<file path="config.mk">
export PLATFORM = sky130hd
export DESIGN_NAME = mdio45_master
export DESIGN_NICKNAME = d
export VERILOG_FILES = /design/src/rtl/mdio45_pkg.sv /design/src/rtl/mdio45_mdc_gen.sv /design/src/rtl/mdio45_frame_engine.sv /design/src/rtl/mdio45_regs.sv /design/src/rtl/mdio45_master.sv
export SDC_FILE = /design/constraint.sdc
export NUM_CORES = 1
export LEC_CHECK = 0
export BUFFER_PORTS_ARGS = -buffer_cell sky130_fd_sc_hd__buf_2
export CAP_MARGIN = 5
export CORE_MARGIN = 3
export CORE_UTILIZATION = 45
export CTS_CLUSTER_SIZE = 20
export DETAILED_ROUTE_END_ITERATION = 6
export GPL_TIMING_DRIVEN = 0
export PLACE_DENSITY_LB_ADDON = 0.08
export SYNTH_ARGS = -nofsm -noshare
export SYNTH_HDL_FRONTEND = slang
export SYNTH_SLANG_ARGS = --single-unit
</file>
<file path="constraint.sdc">
create_clock -name clk -period 2.1 [get_ports clk]
set_input_delay 0.315 -clock clk [delete_from_list [all_inputs] [get_ports clk]]
set_output_delay 0.315 -clock clk [all_outputs]
set_load 0.05 [all_outputs]
</file>
<file path="src/rtl/mdio45_pkg.sv">
package mdio45_pkg;

  // register word indices inside the window
  localparam int WORD_STAT = 12;
  localparam int WORD_CTL  = 13;
  localparam int WORD_DATA = 14;
  localparam int WORD_ADDR = 15;

  localparam int DIV_W        = 8;   // width of the clock divider field
  localparam int TAIL_W       = 32;  // ST + OP + PRT + DEV + TA + DATA
  localparam int RELEASE_BITS = 18;  // bits the PHY owns in a read frame

  typedef enum logic [1:0] {
    OP_ADDR  = 2'b00,
    OP_WRITE = 2'b01,
    OP_RDINC = 2'b10,
    OP_READ  = 2'b11
  } mdio_op_e;

  typedef struct packed {
    mdio_op_e    op;
    logic [4:0]  prt;
    logic [4:0]  dev;
    logic [15:0] payload;
    logic        no_pre;
  } frame_req_t;

  // frame body after the preamble, MSB goes on the wire first
  function automatic logic [TAIL_W-1:0] frame_tail(input frame_req_t r);
    return {2'b00, r.op, r.prt, r.dev, 2'b10, r.payload};
  endfunction

  // system clocks spent in one MDC half period
  function automatic int unsigned half_period(input logic [DIV_W-1:0] div);
    return int'(div) + 1;
  endfunction

endpackage

</file>
<file path="src/rtl/mdio45_mdc_gen.sv">
module mdio45_mdc_gen
  import mdio45_pkg::*;
(
  input  logic             clk,
  input  logic             rst_n,
  input  logic             run,
  input  logic [DIV_W-1:0] div,
  output logic             mdc,
  output logic             rise_tick,
  output logic             fall_tick
);

  logic [DIV_W-1:0] cnt;
  logic             wrap;

  assign wrap      = run && (cnt == div);
  assign rise_tick = wrap && !mdc;
  assign fall_tick = wrap && mdc;

  always_ff @(posedge clk) begin
    if (!rst_n) begin
      cnt <= '0;
      mdc <= 1'b0;
    end else if (!run) begin
      cnt <= '0;
      mdc <= 1'b0;
    end else if (wrap) begin
      cnt <= '0;
      mdc <= ~mdc;
    end else begin
      cnt <= cnt + 1'b1;
    end
  end

endmodule

</file>
<file path="src/rtl/mdio45_frame_engine.sv">
module mdio45_frame_engine
  import mdio45_pkg::*;
#(
  parameter int PRE_LEN = 32
) (
  input  logic        clk,
  input  logic        rst_n,
  input  logic        start,
  input  frame_req_t  req,
  input  logic        rise_tick,
  input  logic        fall_tick,
  input  logic        mdio_i,
  output logic        active,
  output logic        mdio_o,
  output logic        mdio_oe,
  output logic        done,
  output logic        done_read,
  output logic        rd_err,
  output logic [15:0] rd_data
);

  localparam int FRAME_W = PRE_LEN + TAIL_W;
  localparam int IDX_W   = $clog2(FRAME_W);

  logic [FRAME_W-1:0] frame;
  logic [IDX_W-1:0]   idx;
  logic               is_read;
  logic               released;
  logic               last_bit;
  logic               ta_slot;
  logic               data_slot;

  assign released  = is_read && (idx < IDX_W'(RELEASE_BITS));
  assign last_bit  = (idx == '0);
  assign ta_slot   = is_read && (idx == IDX_W'(RELEASE_BITS - 2));
  assign data_slot = is_read && (idx < IDX_W'(RELEASE_BITS - 2));

  assign done      = active && fall_tick && last_bit;
  assign done_read = done && is_read;
  assign mdio_o    = active ? frame[idx] : 1'b0;
  assign mdio_oe   = active && !released;

  always_ff @(posedge clk) begin
    if (!rst_n) begin
      active  <= 1'b0;
      frame   <= '0;
      idx     <= '0;
      is_read <= 1'b0;
      rd_err  <= 1'b0;
      rd_data <= '0;
    end else if (!active) begin
      if (start) begin
        active  <= 1'b1;
        frame   <= {{PRE_LEN{1'b1}}, frame_tail(req)};
        idx     <= req.no_pre ? IDX_W'(TAIL_W - 1) : IDX_W'(FRAME_W - 1);
        is_read <= req.op[1];
        if (req.op[1]) begin
          rd_err  <= 1'b0;
          rd_data <= '0;
        end
      end
    end else begin
      if (rise_tick) begin
        if (ta_slot)   rd_err  <= mdio_i;
        if (data_slot) rd_data <= {rd_data[14:0], mdio_i};
      end
      if (fall_tick) begin
        if (last_bit) active <= 1'b0;
        else          idx    <= idx - 1'b1;
      end
    end
  end

endmodule

</file>
<file path="src/rtl/mdio45_regs.sv">
module mdio45_regs
  import mdio45_pkg::*;
#(
  parameter int ADDR_W = 4
) (
  input  logic              clk,
  input  logic              rst_n,
  input  logic              bus_wr,
  input  logic [ADDR_W-1:0] bus_addr,
  input  logic [31:0]       bus_wdata,
  output logic [31:0]       bus_rdata,
  input  logic              frame_done,
  input  logic              frame_done_read,
  input  logic              rd_err,
  input  logic [15:0]       rd_data,
  output logic              cmd_start,
  output frame_req_t        cmd_req,
  output logic [DIV_W-1:0]  div,
  output logic              busy_addr,
  output logic              busy_data
);

  logic [4:0]  devad_q;
  logic [4:0]  prtad_q;
  logic        nopre_q;
  logic        postinc_q;
  logic [15:0] regnum_q;
  logic [15:0] data_q;

  logic hit_stat, hit_ctl, hit_data, hit_addr;
  logic wr_ok, cmd_addr, cmd_write, cmd_read;
  logic unused_wdata;

  assign hit_stat = (bus_addr == ADDR_W'(WORD_STAT));
  assign hit_ctl  = (bus_addr == ADDR_W'(WORD_CTL));
  assign hit_data = (bus_addr == ADDR_W'(WORD_DATA));
  assign hit_addr = (bus_addr == ADDR_W'(WORD_ADDR));

  assign wr_ok     = bus_wr && !(busy_addr || busy_data);
  assign cmd_addr  = wr_ok && hit_addr;
  assign cmd_write = wr_ok && hit_data;
  assign cmd_read  = wr_ok && hit_ctl && bus_wdata[15];
  assign cmd_start = cmd_addr || cmd_write || cmd_read;

  assign unused_wdata = ^{bus_wdata[31:16], bus_wdata[13:11]};

  always_comb begin
    cmd_req.prt     = hit_ctl ? bus_wdata[9:5] : prtad_q;
    cmd_req.dev     = hit_ctl ? bus_wdata[4:0] : devad_q;
    cmd_req.no_pre  = hit_ctl ? bus_wdata[10]  : nopre_q;
    cmd_req.payload = hit_ctl ? 16'h0000 : bus_wdata[15:0];
    if (cmd_addr)       cmd_req.op = OP_ADDR;
    else if (cmd_write) cmd_req.op = OP_WRITE;
    else if (bus_wdata[14]) cmd_req.op = OP_RDINC;
    else                cmd_req.op = OP_READ;
  end

  always_ff @(posedge clk) begin
    if (!rst_n) begin
      div       <= '0;
      devad_q   <= '0;
      prtad_q   <= '0;
      nopre_q   <= 1'b0;
      postinc_q <= 1'b0;
      regnum_q  <= '0;
      data_q    <= '0;
      busy_addr <= 1'b0;
      busy_data <= 1'b0;
    end else begin
      if (frame_done) begin
        busy_addr <= 1'b0;
        busy_data <= 1'b0;
        if (frame_done_read) data_q <= rd_data;
      end
      if (wr_ok) begin
        if (hit_stat) div <= bus_wdata[15:8];
        if (hit_ctl) begin
          devad_q   <= bus_wdata[4:0];
          prtad_q   <= bus_wdata[9:5];
          nopre_q   <= bus_wdata[10];
          postinc_q <= bus_wdata[14];
          if (bus_wdata[15]) busy_data <= 1'b1;
        end
        if (hit_data) begin
          data_q    <= bus_wdata[15:0];
          busy_data <= 1'b1;
        end
        if (hit_addr) begin
          regnum_q  <= bus_wdata[15:0];
          busy_addr <= 1'b1;
        end
      end
    end
  end

  always_comb begin
    bus_rdata = 32'h0;
    if (hit_stat)      bus_rdata = {16'h0, div, 6'h0, rd_err, busy_addr};
    else if (hit_ctl)  bus_rdata = {16'h0, 1'b0, postinc_q, 3'b000, nopre_q, prtad_q, devad_q};
    else if (hit_data) bus_rdata = {busy_data, 15'h0, data_q};
    else if (hit_addr) bus_rdata = {16'h0, regnum_q};
  end

endmodule

</file>
<file path="src/rtl/mdio45_master.sv">
module mdio45_master
  import mdio45_pkg::*;
#(
  parameter int ADDR_W  = 4,
  parameter int PRE_LEN = 32
) (
  input  logic              clk,
  input  logic              rst_n,
  input  logic              bus_wr,
  input  logic [ADDR_W-1:0] bus_addr,
  input  logic [31:0]       bus_wdata,
  output logic [31:0]       bus_rdata,
  output logic              mdc,
  output logic              mdio_o,
  output logic              mdio_oe,
  input  logic              mdio_i
);

  frame_req_t       cmd_req;
  logic             cmd_start;
  logic [DIV_W-1:0] div;
  logic             busy_addr;
  logic             busy_data;
  logic             eng_active;
  logic             mdc_rise;
  logic             mdc_fall;
  logic             frame_done;
  logic             frame_done_read;
  logic             rd_err;
  logic [15:0]      rd_data;

  mdio45_regs #(.ADDR_W(ADDR_W)) u_regs (
    .clk             (clk),
    .rst_n           (rst_n),
    .bus_wr          (bus_wr),
    .bus_addr        (bus_addr),
    .bus_wdata       (bus_wdata),
    .bus_rdata       (bus_rdata),
    .frame_done      (frame_done),
    .frame_done_read (frame_done_read),
    .rd_err          (rd_err),
    .rd_data         (rd_data),
    .cmd_start       (cmd_start),
    .cmd_req         (cmd_req),
    .div             (div),
    .busy_addr       (busy_addr),
    .busy_data       (busy_data)
  );

  mdio45_mdc_gen u_mdc (
    .clk       (clk),
    .rst_n     (rst_n),
    .run       (eng_active),
    .div       (div),
    .mdc       (mdc),
    .rise_tick (mdc_rise),
    .fall_tick (mdc_fall)
  );

  mdio45_frame_engine #(.PRE_LEN(PRE_LEN)) u_engine (
    .clk       (clk),
    .rst_n     (rst_n),
    .start     (cmd_start),
    .req       (cmd_req),
    .rise_tick (mdc_rise),
    .fall_tick (mdc_fall),
    .mdio_i    (mdio_i),
    .active    (eng_active),
    .mdio_o    (mdio_o),
    .mdio_oe   (mdio_oe),
    .done      (frame_done),
    .done_read (frame_done_read),
    .rd_err    (rd_err),
    .rd_data   (rd_data)
  );

endmodule

</file>
==> metrics.txt <==
combinational group share of total power 8.5%; DP HPWL 11,600 µm; area of the multi-input gates 0.00300 mm²; GR Overflow Total 0; number of stages on the worst setup path 6; crit-path leading delay family simple AND/OR/NAND/NOR gates; fin. max-slew vios 0; ys async rst share 0%; vias in the first global route about 4,800; hold slack 0.193 ns; Inserted Clock Buffers 17; #FFs+latches synth 116; H-tree depth 4; Placed Cells 831; CP endpoint kind output pin; register area 0.00234 mm²; Net Switching 1.38 mW; GPL Wtd Cong 0.874; Core Box Area 0.0116 mm²; Tot Pwr 5.74 mW; worst path bufs/invs 1; critical path capture point mdio_o; chip height 116 µm; Ys Warns 0; Die ar. 0.0135 mm²; TritonRoute pass-1 iters 5; largest net degree at the start of global routing 17; Clk pwr share 51.9%; Mean Syn Cell Area 8.62 µm²; layout filler cell count 1,068; Max FO, Critical Path 3; CTS tree yes; clock root buffer clkbuf_16; post-route ant nets 0; worst reg2reg setup slack 0.05 ns; final worst slack -0.409 ns; clock buffer depth 2; actual slew at the worst max-slew pin slightly below 0.8 ns; Final Non-Filler Cells 871; Worst-Skew Late Latency 0.42 ns; Hold-fix buffers, CTS 0; Critical Path AT roughly 2.2 ns; Hold Crit Class primary input to register; synthesized area 0.00545 mm²; drt initial violations 371; Clock Sink Count 116; dpl ws -0.680 ns; Seq pwr share 39.6%; Initial Util around 47%; Worst EP required roughly 1.8 ns; drt wl/cell 18.1 µm; met2 Use GR 38.2%; IO Count 75; Max-slew headroom 48.4%; reg-to-reg endpoint u_regs.data_q[8]; Clock Skew 0.00740 ns; global-route wire length before repair 25,700 µm; Die X around 120 µm; RSZ-0062 raised after global routing true; CP startpoint kind register; post-synth top area cell dfxtp_1; Yosys top cell area share 42.6%; Int Power 4.36 mW; worst setup path start u_engine.idx[0]; GRT busiest layer met2; Via Count between 4,000 and 5,000; Max IR drop VDD 0.000614 V; Hold Vio Cnt, Final 0; status finished, violations left; drt via density 5.65; Slowest-stage cell, CP mux4_2; synth unique cells 48; Layout area overhead 25.8%; number of max-cap violations 0; drc violations 0; initial antenna violation count 0; n_diodes 0; cells after synthesis 632; main area contributors after synthesis dfxtp_1 43%, nand2_1 7.2%, mux2i_1 6.6%; Leakage 2.77 nW; final worst path period need between 2 and 3 ns; sequential area share after synthesis about 43%; num rows 39; worst-case reg-to-reg path depth 9; met3 Use GR 7.21%; ys flop type dfxtp_1; crit-path cells mux4_2, nand2b_4, o211ai_1, a31oi_1, or4_4, buf_8; Power Density 837 mW/mm²; Net Sw Frac around a quarter; port buffer count 42; met1 usage around 34%; FMAX about 400 MHz; CP Class register to output pin; slowest stage delay, CP 0.49 ns; nets 758; final setup vio count 1; r2r startpoint u_engine.idx[0]; GRT Util Overall 25.0%; WL final 15,800 µm; fraction of layout cells with a size suffix above 1 around 25%; final worst path period share 119%; CTS clk-pin slew, worst paths 0.06 ns; failing checks negative setup slack; Post-synth EDFFs 0; worst hold path stage count 3
## worst register-to-register path, cell delays in order (launching register included)
cell	delay, ns
dfxtp_4	0.35
buf_8	0.14
clkinvlp_4	0.14
ha_1	0.18
nand2_1	0.08
nor4b_2	0.36
nand4_4	0.22
clkbuf_16	0.23
mux2i_1	0.13
o21ai_0	0.09
## cells by family (layout without fill, tap and decap cells)
kind of cell / after synthesis / count (layout) / share of synthesized area [%]
adders and majority gates: 3 / 3 / 0.689
xor gates and xnor gates: 11 / 11 / 1.77
AOI/OAI and AO/OA: 129 / 129 / 15.7
buffers and inverters: 69 / 151 / 5.90
muxes: 56 / 56 / 12.6
and+or+nand+nor: 247 / 247 / 20.6
other: 1 / 15 / 0.0688
DFF: 116 / 116 / 42.6
## metal layers
layer	vias to the layer above	routed length, µm
li1	2392	-
met1	2330	7250
met2	178	7340
met3	25	856
met4	0	313
met5	-	0
## Yosys cell counts (all sizes together) (3+ instances only)
cell type and number:
nor2b 4, xnor2 5, mux2i 36, a22oi 10
a2111oi 4, nand4 4, and3 8, nand3 51
a21oi 48, a31oi 6, a22o 15, buf 22
nand2 105, xor2 6, ha 3, nor2 49
clkbuf 37, nor3 3, and2 8, inv 10
mux2 11, mux4 9, o21ai 20, dfxtp 116
o22ai 4, a311oi 10, or3 4
## worst min-delay path by stage
| stage | startpoint | end |
|---|---|---|
| after global routing | bus_wdata[13] | u_regs.regnum_q[13] |
| after CTS | bus_wdata[3] | u_regs.regnum_q[3] |
| after floorplan | bus_wdata[0] | u_regs.data_q[0] |
| after global placement | u_engine.frame[0] | u_engine.frame[0] |
| after detailed placement | u_engine.frame[0] | u_engine.frame[0] |
| final | bus_wdata[13] | u_regs.regnum_q[13] |
## state kept, by name, summed over array words and instances, names as in the netlist, 5 cells and up
name / flops
u_regs.devad_q: 5
u_regs.regnum_q: 16
u_engine.idx: 6
u_mdc.cnt: 8
u_regs.data_q: 16
u_engine.rd_data: 16
u_engine.frame: 29
u_regs.div: 8
u_regs.prtad_q: 5
## through the flow
stage / area, µm² / TNS [ns] / utilization, %
finish: 6850 / -0.409 / 59.0
global route: 6850 / -0.705 / 59.0
CTS: 6720 / -0.436 / 57.8
detailed placement: 5920 / -26.11 / 51.0
global placement: 5920 / -24.91 / 51.0
floorplan: 5530 / -0.0908 / -
## what timing repair did
item | CTS | global route
cloned | 0 | 1
pin swaps | 4 | 4
resized for setup | 44 | 35
setup endpoints to repair | 77 | 69
setup buffers | 9 | 3
## cells in the final DEF, fill, tap and decap left out, drive strengths merged, types with 8 or more instances in the layout
cell	Yosys	final
inv	10	10
and2	8	8
o21ai	20	20
buf	22	74
clkbuf	37	55
a21oi	48	48
mux2	11	11
a22oi	10	10
mux2i	36	36
mux4	9	9
conb	1	15
nand3	51	51
and3	8	8
nand2	105	105
nor2	49	49
dfxtp	116	116
a22o	15	15
a311oi	10	10
## final cells by class
cell class                      count  share of cell area, %
Clock inverter                     12                   2.23
Timing Repair Buffer               55                   4.99
Inverter                           10                  0.603
Buffer                             54                   4.82
Multi-Input combinational cell    461                   43.7
Tap cell                          143                   2.61
Clock buffer                       20                   6.81
Sequential cell                   116                   34.2
## power groups by stage
stage / clock [mW] / sequential [mW] / combinational, mW
after floorplan: 0 / 2.31 / 0.312
after global placement: 0 / 2.31 / 0.436
after detailed placement: 0 / 2.31 / 0.442
after CTS: 3.02 / 2.27 / 0.466
after global routing: 3.13 / 2.28 / 0.527
final: 2.98 / 2.27 / 0.486
Power figures use the tool's default switching activity.
